## config.mk

```make
export PLATFORM = sky130hd
export DESIGN_NAME = tdm_serial_tx
export DESIGN_NICKNAME = d
export VERILOG_FILES = /design/src/rtl/tdm_tx_pkg.sv /design/src/rtl/tdm_tx_cfg_decode.sv /design/src/rtl/tdm_tx_slot_seq.sv /design/src/rtl/tdm_tx_shifter.sv /design/src/rtl/tdm_tx_irq_gate.sv /design/src/rtl/tdm_serial_tx.sv
export SDC_FILE = /design/constraint.sdc
export NUM_CORES = 1
export LEC_CHECK = 0
export BUFFER_PORTS_ARGS = -buffer_cell sky130_fd_sc_hd__buf_2
export CORE_MARGIN = 5
export CORE_UTILIZATION = 56
export CTS_CLUSTER_SIZE = 20
export DETAILED_ROUTE_END_ITERATION = 10
export GPL_TIMING_DRIVEN = 0
export PLACE_DENSITY = 0.85
export SYNTH_ARGS = -nofsm -noshare
export SYNTH_HDL_FRONTEND = slang
export SYNTH_SLANG_ARGS = --single-unit
```

## constraint.sdc

```tcl
create_clock -name clk -period 9.1 [get_ports clk]
set_clock_uncertainty 0.05 [all_clocks]
set_input_delay 2.73 -clock clk [delete_from_list [all_inputs] [get_ports clk]]
set_output_delay 2.73 -clock clk [all_outputs]
set_load 0.01 [all_outputs]
```

## src/rtl/tdm_tx_pkg.sv

```systemverilog
package tdm_tx_pkg;
  localparam int SAMPLE_W  = 32;
  localparam int CNT_W     = $clog2(SAMPLE_W + 1);
  localparam int MAX_SLOTS = 32;
  localparam int SLOT_W    = $clog2(MAX_SLOTS + 1);

  // control word fields
  localparam int CTL_RUN    = 0;
  localparam int CTL_TDM    = 1;
  localparam int CTL_RES_LO = 3;
  localparam int CTL_RES_W  = 3;

  // format word fields
  localparam int FMT_WID_LO    = 18;
  localparam int FMT_WID_W     = 5;
  localparam int FMT_NSLOT_LO  = 15;
  localparam int FMT_NSLOT_W   = 3;
  localparam int FMT_WSLOT_LO  = 13;
  localparam int FMT_WSLOT_W   = 5;

  typedef struct packed {
    logic              run;
    logic              tdm;
    logic              ok;
    logic [CNT_W-1:0]  res;
    logic [CNT_W-1:0]  width;
    logic [SLOT_W-1:0] slots;
  } tx_cfg_t;

  function automatic logic [CNT_W-1:0] res_len(input logic [CTL_RES_W-1:0] code);
    case (code)
      3'd0:    return CNT_W'(8);
      3'd2:    return CNT_W'(16);
      3'd4:    return CNT_W'(24);
      3'd5:    return CNT_W'(32);
      default: return '0;
    endcase
  endfunction

  function automatic logic [CNT_W-1:0] slot_len(input logic [FMT_WID_W-1:0] f);
    case (f)
      5'd0:          return CNT_W'(32);
      5'd8, 5'd16,
      5'd24:         return CNT_W'(f);
      default:       return '0;
    endcase
  endfunction
endpackage

```

## src/rtl/tdm_tx_cfg_decode.sv

```systemverilog
module tdm_tx_cfg_decode
  import tdm_tx_pkg::*;
#(
  parameter bit WIDE_SLOTS = 1'b0
) (
  input  logic [7:0]  tx_ctl,
  input  logic [31:0] tdm_fmt,
  output tx_cfg_t     cfg
);
  logic [SLOT_W-1:0] slots_w;
  logic [CNT_W-1:0]  res_w;
  logic [CNT_W-1:0]  wid_w;

  generate
    if (WIDE_SLOTS) begin : g_wide
      logic [FMT_WSLOT_W-1:0] fld;
      assign fld     = tdm_fmt[FMT_WSLOT_LO +: FMT_WSLOT_W];
      assign slots_w = (fld == '0) ? SLOT_W'(MAX_SLOTS) : SLOT_W'(fld);
    end else begin : g_narrow
      logic [FMT_NSLOT_W-1:0] fld;
      assign fld     = tdm_fmt[FMT_NSLOT_LO +: FMT_NSLOT_W];
      assign slots_w = (fld == '0) ? SLOT_W'(1 << FMT_NSLOT_W) : SLOT_W'(fld);
    end
  endgenerate

  assign res_w = res_len(tx_ctl[CTL_RES_LO +: CTL_RES_W]);
  assign wid_w = slot_len(tdm_fmt[FMT_WID_LO +: FMT_WID_W]);

  always_comb begin
    cfg.run   = tx_ctl[CTL_RUN];
    cfg.tdm   = tx_ctl[CTL_TDM];
    cfg.res   = res_w;
    cfg.width = wid_w;
    cfg.slots = slots_w;
    cfg.ok    = (res_w != '0) && (!tx_ctl[CTL_TDM] || (wid_w != '0));
  end
endmodule

```

## src/rtl/tdm_tx_slot_seq.sv

```systemverilog
module tdm_tx_slot_seq
  import tdm_tx_pkg::*;
(
  input  logic    clk,
  input  logic    rst_n,
  input  logic    bit_tick,
  input  logic    sync_in,
  input  tx_cfg_t cfg,
  output logic    load,
  output logic    clear
);
  logic              sync_prev;
  logic              in_frame;
  logic [CNT_W-1:0]  bit_cnt;
  logic [SLOT_W-1:0] slot_idx;

  logic rise, fall, go;
  logic i2s_start, i2s_right, i2s_stop;
  logic tdm_start, tdm_shift, slot_end, frame_end;

  assign rise = bit_tick &  sync_in & ~sync_prev;
  assign fall = bit_tick & ~sync_in &  sync_prev;
  assign go   = cfg.run & cfg.ok;

  assign i2s_start = ~cfg.tdm & fall & go;
  assign i2s_right = ~cfg.tdm & rise & in_frame & cfg.ok;
  assign i2s_stop  = ~cfg.tdm & fall & ~go;

  assign tdm_start = cfg.tdm & rise & go;
  assign tdm_shift = cfg.tdm & bit_tick & in_frame & ~tdm_start;
  assign slot_end  = tdm_shift & (bit_cnt == cfg.width - CNT_W'(1));
  assign frame_end = slot_end & (slot_idx == cfg.slots - SLOT_W'(1));

  assign load  = i2s_start | i2s_right | tdm_start | (slot_end & ~frame_end & cfg.ok);
  assign clear = i2s_stop | frame_end;

  always_ff @(posedge clk) begin
    if (!rst_n) begin
      sync_prev <= 1'b0;
      in_frame  <= 1'b0;
      bit_cnt   <= '0;
      slot_idx  <= '0;
    end else begin
      if (bit_tick) sync_prev <= sync_in;
      if (i2s_start || tdm_start) begin
        in_frame <= 1'b1;
        bit_cnt  <= '0;
        slot_idx <= '0;
      end else if (i2s_stop || frame_end) begin
        in_frame <= 1'b0;
      end else if (slot_end) begin
        bit_cnt  <= '0;
        slot_idx <= slot_idx + SLOT_W'(1);
      end else if (tdm_shift) begin
        bit_cnt  <= bit_cnt + CNT_W'(1);
      end
    end
  end
endmodule

```

## src/rtl/tdm_tx_shifter.sv

```systemverilog
module tdm_tx_shifter
  import tdm_tx_pkg::*;
(
  input  logic                clk,
  input  logic                rst_n,
  input  logic                bit_tick,
  input  logic                load,
  input  logic                clear,
  input  logic [CNT_W-1:0]    res,
  input  logic                s_valid,
  input  logic [SAMPLE_W-1:0] s_data,
  input  logic                uflow_clr,
  output logic                s_ready,
  output logic                sdo,
  output logic                underflow
);
  localparam logic [CNT_W-1:0] FULL = CNT_W'(SAMPLE_W);

  logic [SAMPLE_W-1:0] shreg;
  logic [CNT_W-1:0]    pad;
  logic [SAMPLE_W-1:0] aligned;

  assign s_ready = load;
  assign pad     = FULL - res;
  assign aligned = s_data << pad;

  always_ff @(posedge clk) begin
    if (!rst_n) begin
      shreg     <= '0;
      sdo       <= 1'b0;
      underflow <= 1'b0;
    end else begin
      if (bit_tick) begin
        sdo <= shreg[SAMPLE_W-1];
        if (load)       shreg <= s_valid ? aligned : '0;
        else if (clear) shreg <= '0;
        else            shreg <= {shreg[SAMPLE_W-2:0], 1'b0};
      end
      if (load && !s_valid) underflow <= 1'b1;
      else if (uflow_clr)   underflow <= 1'b0;
    end
  end
endmodule

```

## src/rtl/tdm_tx_irq_gate.sv

```systemverilog
module tdm_tx_irq_gate (
  input  logic clk,
  input  logic rst_n,
  input  logic tx_run,
  input  logic rx_run,
  input  logic irq_set,
  output logic irq_en
);
  always_ff @(posedge clk) begin
    if (!rst_n) irq_en <= 1'b0;
    else        irq_en <= (irq_en | irq_set) & (tx_run | rx_run);
  end
endmodule

```

## src/rtl/tdm_serial_tx.sv

```systemverilog
module tdm_serial_tx
  import tdm_tx_pkg::*;
#(
  parameter bit WIDE_SLOTS = 1'b0
) (
  input  logic        clk,
  input  logic        rst_n,
  input  logic        bit_tick,
  input  logic        sync_in,
  input  logic [7:0]  tx_ctl,
  input  logic [31:0] tdm_fmt,
  input  logic        rx_en,
  input  logic        irq_set,
  input  logic        s_valid,
  input  logic [31:0] s_data,
  input  logic        uflow_clr,
  output logic        s_ready,
  output logic        sdo,
  output logic        underflow,
  output logic        irq_en
);
  tx_cfg_t cfg;
  logic    load, clear;

  tdm_tx_cfg_decode #(.WIDE_SLOTS(WIDE_SLOTS)) u_dec (
    .tx_ctl (tx_ctl),
    .tdm_fmt(tdm_fmt),
    .cfg    (cfg)
  );

  tdm_tx_slot_seq u_seq (
    .clk     (clk),
    .rst_n   (rst_n),
    .bit_tick(bit_tick),
    .sync_in (sync_in),
    .cfg     (cfg),
    .load    (load),
    .clear   (clear)
  );

  tdm_tx_shifter u_shf (
    .clk      (clk),
    .rst_n    (rst_n),
    .bit_tick (bit_tick),
    .load     (load),
    .clear    (clear),
    .res      (cfg.res),
    .s_valid  (s_valid),
    .s_data   (s_data),
    .uflow_clr(uflow_clr),
    .s_ready  (s_ready),
    .sdo      (sdo),
    .underflow(underflow)
  );

  tdm_tx_irq_gate u_irq (
    .clk    (clk),
    .rst_n  (rst_n),
    .tx_run (cfg.run),
    .rx_run (rx_en),
    .irq_set(irq_set),
    .irq_en (irq_en)
  );
endmodule

```

==> results.md <==
* Relative slew slack at 0.5282
* Via count of the first global-routing pass at about 2,700
* Number of buffers between clock root and the deepest sink at 2
* Final Wtd Congestion at 0.9057
* Number of gates resized after cts at 0
* Die Footprint at roughly 6700 um2
* Worst path cell trace: buf_2, o311ai_0, nand3_1, o2111a_1, nand4_1, buf_2, a21boi_0, nor2_1, buf_2
* WP depth at 9
* Main combinational cell family by area after synthesis: compound AO/OA/AOI/OAI gates
* Overall routing resource usage at 0.2370
* Max incr delay on CP at about 630 ps
* Worst path slowest cell: o311ai_0
* Final worst path period share at 0.8748
* Post-synthesis register bit count at 49
* Master cell of the clock root buffer: clkbuf_8
* Mapped Avg Cell Area at between 8 and 9 um2
* Critical Path AT at around 5200 ps
* Worst ir drop on vdd at 0.0001022 V
* Worst Setup Start Kind: primary input
* Unique cell type count in the Yosys netlist at 53
* Arithmetic-cell share of the synthesized area counting full adders, half adders and majority gates at 0.01744
* Highest clock rate at 125.6 MHz
* DRC violation count after routing at 0
* Portion of total power attributed to sequential cells at 0.482
* Xor and xnor area share after synthesis at 0.02746
* Width of the die at roughly 80 um
* Wirelength per Cell at around 17 um
* Total wire length after detailed routing at a little under 8 mm
* Slack of the critical path at ~1100 ps
* Deepest level of the CTS H-tree at 2
* Most common cell after layout, fill and taps aside: buf_2
* Post-Syn Area at roughly 2900 um2
* Proportion of synthesized area in mux cells at 0.04882
* Vias after detailed routing at ~2,900
* Number of nets at the end of the flow at around 480
* CTS buffer count at 5
* Multi-input logic area at around 1800 um2
* Worst R2R Start: u_seq.bit_cnt[5]$_SDFFE_PP0P_
* Number of antenna violations at the first check in global routing at 0
* Power per standard cell area at between 100 and 150 nW/um2
* Avg Vias per Cell at about 6.2
* Total power after layout at 452.3 uW
* Critical Path Start: tdm_fmt[19]
* Synthesis-to-finish area growth at 16.83%
* Iteration-0 DRC count of the detailed router at between 200 and 250
* Residual antenna-violating net count after detailed routing at 0
* Area of all sequential standard cells at between 900 and 1000 um2
* Maximum fanout along the worst path at 10
* Dominant cell type by count on the critical path: buf_2
* Clock insertion delay at the later pin of the skew report at roughly 300 ps
* Synthesized instance count at ~330
* # fillers at ~440
* Number of warnings printed during yosys synthesis at 0
* Number of maximum-capacitance violations at 0
* Depth of the most critical reg-to-reg path at 7
* Worst slack at placement at between 1000 and 1500 ps
* Post-CTS setup buffers at 0
* Post-CTS Hold Buffers at 0
* Switching Power at around 120 uW
* Total negative slack at 0 ps
* Internal power at roughly 340 uW
* CP bufs+invs at 3
* Outcome: completed
* Path type of the worst setup path: primary input to primary output
* Category of cells accounting for the largest share of critical-path delay: compound AO/OA/AOI/OAI gates
* Synth async-reset ratio at 0
* Layout cell share with drive strength beyond 1 at 0.2036
* Compound-gate portion of the synthesized area at 0.3099
* TritonCTS Sinks at just under 50
* Worst min-delay path category: flip-flop to flip-flop
* Die Ht at between 80 and 90 um
* Hold violation count in the final report at 0
* Final setup viols at 0
* Unrepaired setup endpoints after global routing: false
* HPWL after detailed placement at 5.855 mm
* Core region area at a little over 5000 um2
* Fraction of power spent switching nets at 0.2572
* Antenna cell count at 0
* Post-layout minimum cycle time at 7961 ps
* Clock network power share at 0.358
* Most common flop cell mapped by yosys: dfxtp_1
* First drt pass iteration count at 4
* Post-Synth Simple-Gate Area at 0.2092
* Number of stages on the worst hold path at 1
* TritonCTS clock tree: done
* Final slew viol count at 0
* Number of synthesized flops with an enable pin at 0
* Overflow after GRT at 0
* First-pass GRT wire length at 12.45 mm
* Input/output buffers at 55
* Most used cells in the layout excluding fill and tap cells: 57 x buf_2, 49 x dfxtp_1, 41 x nor2_1
* Clk slew on worst S/H paths at approximately 90 ps
* Critical path capture point type: primary output
* Leakage power summed over all cells at 0.001396 uW
* Largest net degree at the start of global routing at 15
* Worst path required time at about 6300 ps
* Proportion of power drawn by combinational gates at 0.160
* Slew at the pin with the worst max-slew slack at ~700 ps
* Launch point of the worst hold path: u_shf.shreg[8]$_SDFFE_PN0P_
* Site Rows at 26
* Effective utilization at floorplan at 0.5692
* I/O Pins at 84
* Post-synthesis sequential area ratio at 0.3418
-- routing by layer --
layer	global-route usage	part of all wire
met1	0.3185	0.46
met2	0.3884	0.47
met3	0.04496	0.062
met4	0.06478	0.012
met5	0	0
-- sequential cells by signal, summed over array words and instances (netlist names) --
| name | count |
|---|---|
| u_shf.shreg | 32 |
| u_seq.slot_idx | 6 |
| u_irq.irq_en | 1 |
| u_shf.sdo | 1 |
| u_shf.underflow | 1 |
| u_seq.in_frame | 1 |
| u_seq.bit_cnt | 6 |
| u_seq.sync_prev | 1 |
-- kinds of logic (layout without fill, tap and decap cells) --
logic type | after synthesis | in the layout
AND/OR/NAND/NOR | 114 | 114
AO/OA/AOI/OAI | 112 | 112
flip-flops | 49 | 49
buffers and inverters | 27 | 90
multiplexers | 13 | 13
XOR/XNOR | 9 | 9
adder cells (fa/ha/maj) | 4 | 4
other | 1 | 2
-- power groups by stage --
stage	registers, uW	clock network, uW	logic (uW)
after floorplan	223	0	42.2
after global placement	223	0	68.6
after detailed placement	223	0	70.1
after CTS	218	163	70.8
after global routing	218	172	78.3
final	218	162	72.2
-- metrics by stage --
| stage | hold slack [ps] | util | cell area (um2) | std cells |
|---|---|---|---|---|
| after detailed placement | 411.4 | 0.6419 | 3237 | 455 |
| final | 430.5 | 0.6650 | 3353 | 463 |
| after global routing | 456.8 | 0.6650 | 3353 | 463 |
| after floorplan | 392.4 | - | 2874 | 330 |
| after global placement | 405.0 | 0.6419 | 3237 | 455 |
| after CTS | 429.4 | 0.6650 | 3353 | 463 |
-- area by class of cell --
cell class,count,area share
Tap cell,70,0.02612
Multi-Input combinational cell,254,0.5269
Buffer,16,0.02537
Clock inverter,1,0.008955
Inverter,11,0.01231
Clock buffer,7,0.02575
Sequential cell,49,0.2925
Timing Repair Buffer,55,0.08209
-- synthesized netlist by cell type, types with 3 or more instances --
| library cell | instances | share of area |
|---|---|---|
| and2_1 | 24 | 0.052 |
| mux2_2 | 8 | 0.031 |
| or3_1 | 6 | 0.013 |
| ha_1 | 4 | 0.017 |
| nand4_1 | 4 | 0.0087 |
| nand3_1 | 10 | 0.017 |
| nor2b_1 | 3 | 0.0065 |
| o22a_1 | 7 | 0.021 |
| buf_6 | 3 | 0.012 |
| a22oi_1 | 9 | 0.024 |
| or4_1 | 3 | 0.0078 |
| dfxtp_1 | 49 | 0.34 |
| inv_1 | 11 | 0.014 |
| xnor2_1 | 4 | 0.012 |
| nor2_1 | 41 | 0.054 |
| nand2_1 | 8 | 0.010 |
| a221o_1 | 31 | 0.11 |
| a22o_1 | 7 | 0.021 |
| nor3_1 | 3 | 0.0052 |
| o22ai_1 | 8 | 0.017 |
| mux2i_1 | 5 | 0.017 |
| a21oi_1 | 20 | 0.035 |
| clkbuf_1 | 10 | 0.013 |
| xor2_1 | 5 | 0.015 |
| o21ai_0 | 9 | 0.016 |
-- final timing paths --
kind              slack [ps]                            to
setup / recovery        1140                       s_ready
hold / removal           430   u_shf.shreg[9]$_SDFFE_PN0P_
setup reg to reg        6480  u_shf.shreg[25]$_SDFFE_PN0P_
hold reg to reg          430   u_shf.shreg[9]$_SDFFE_PN0P_
(Power assumes the default switching activity.)
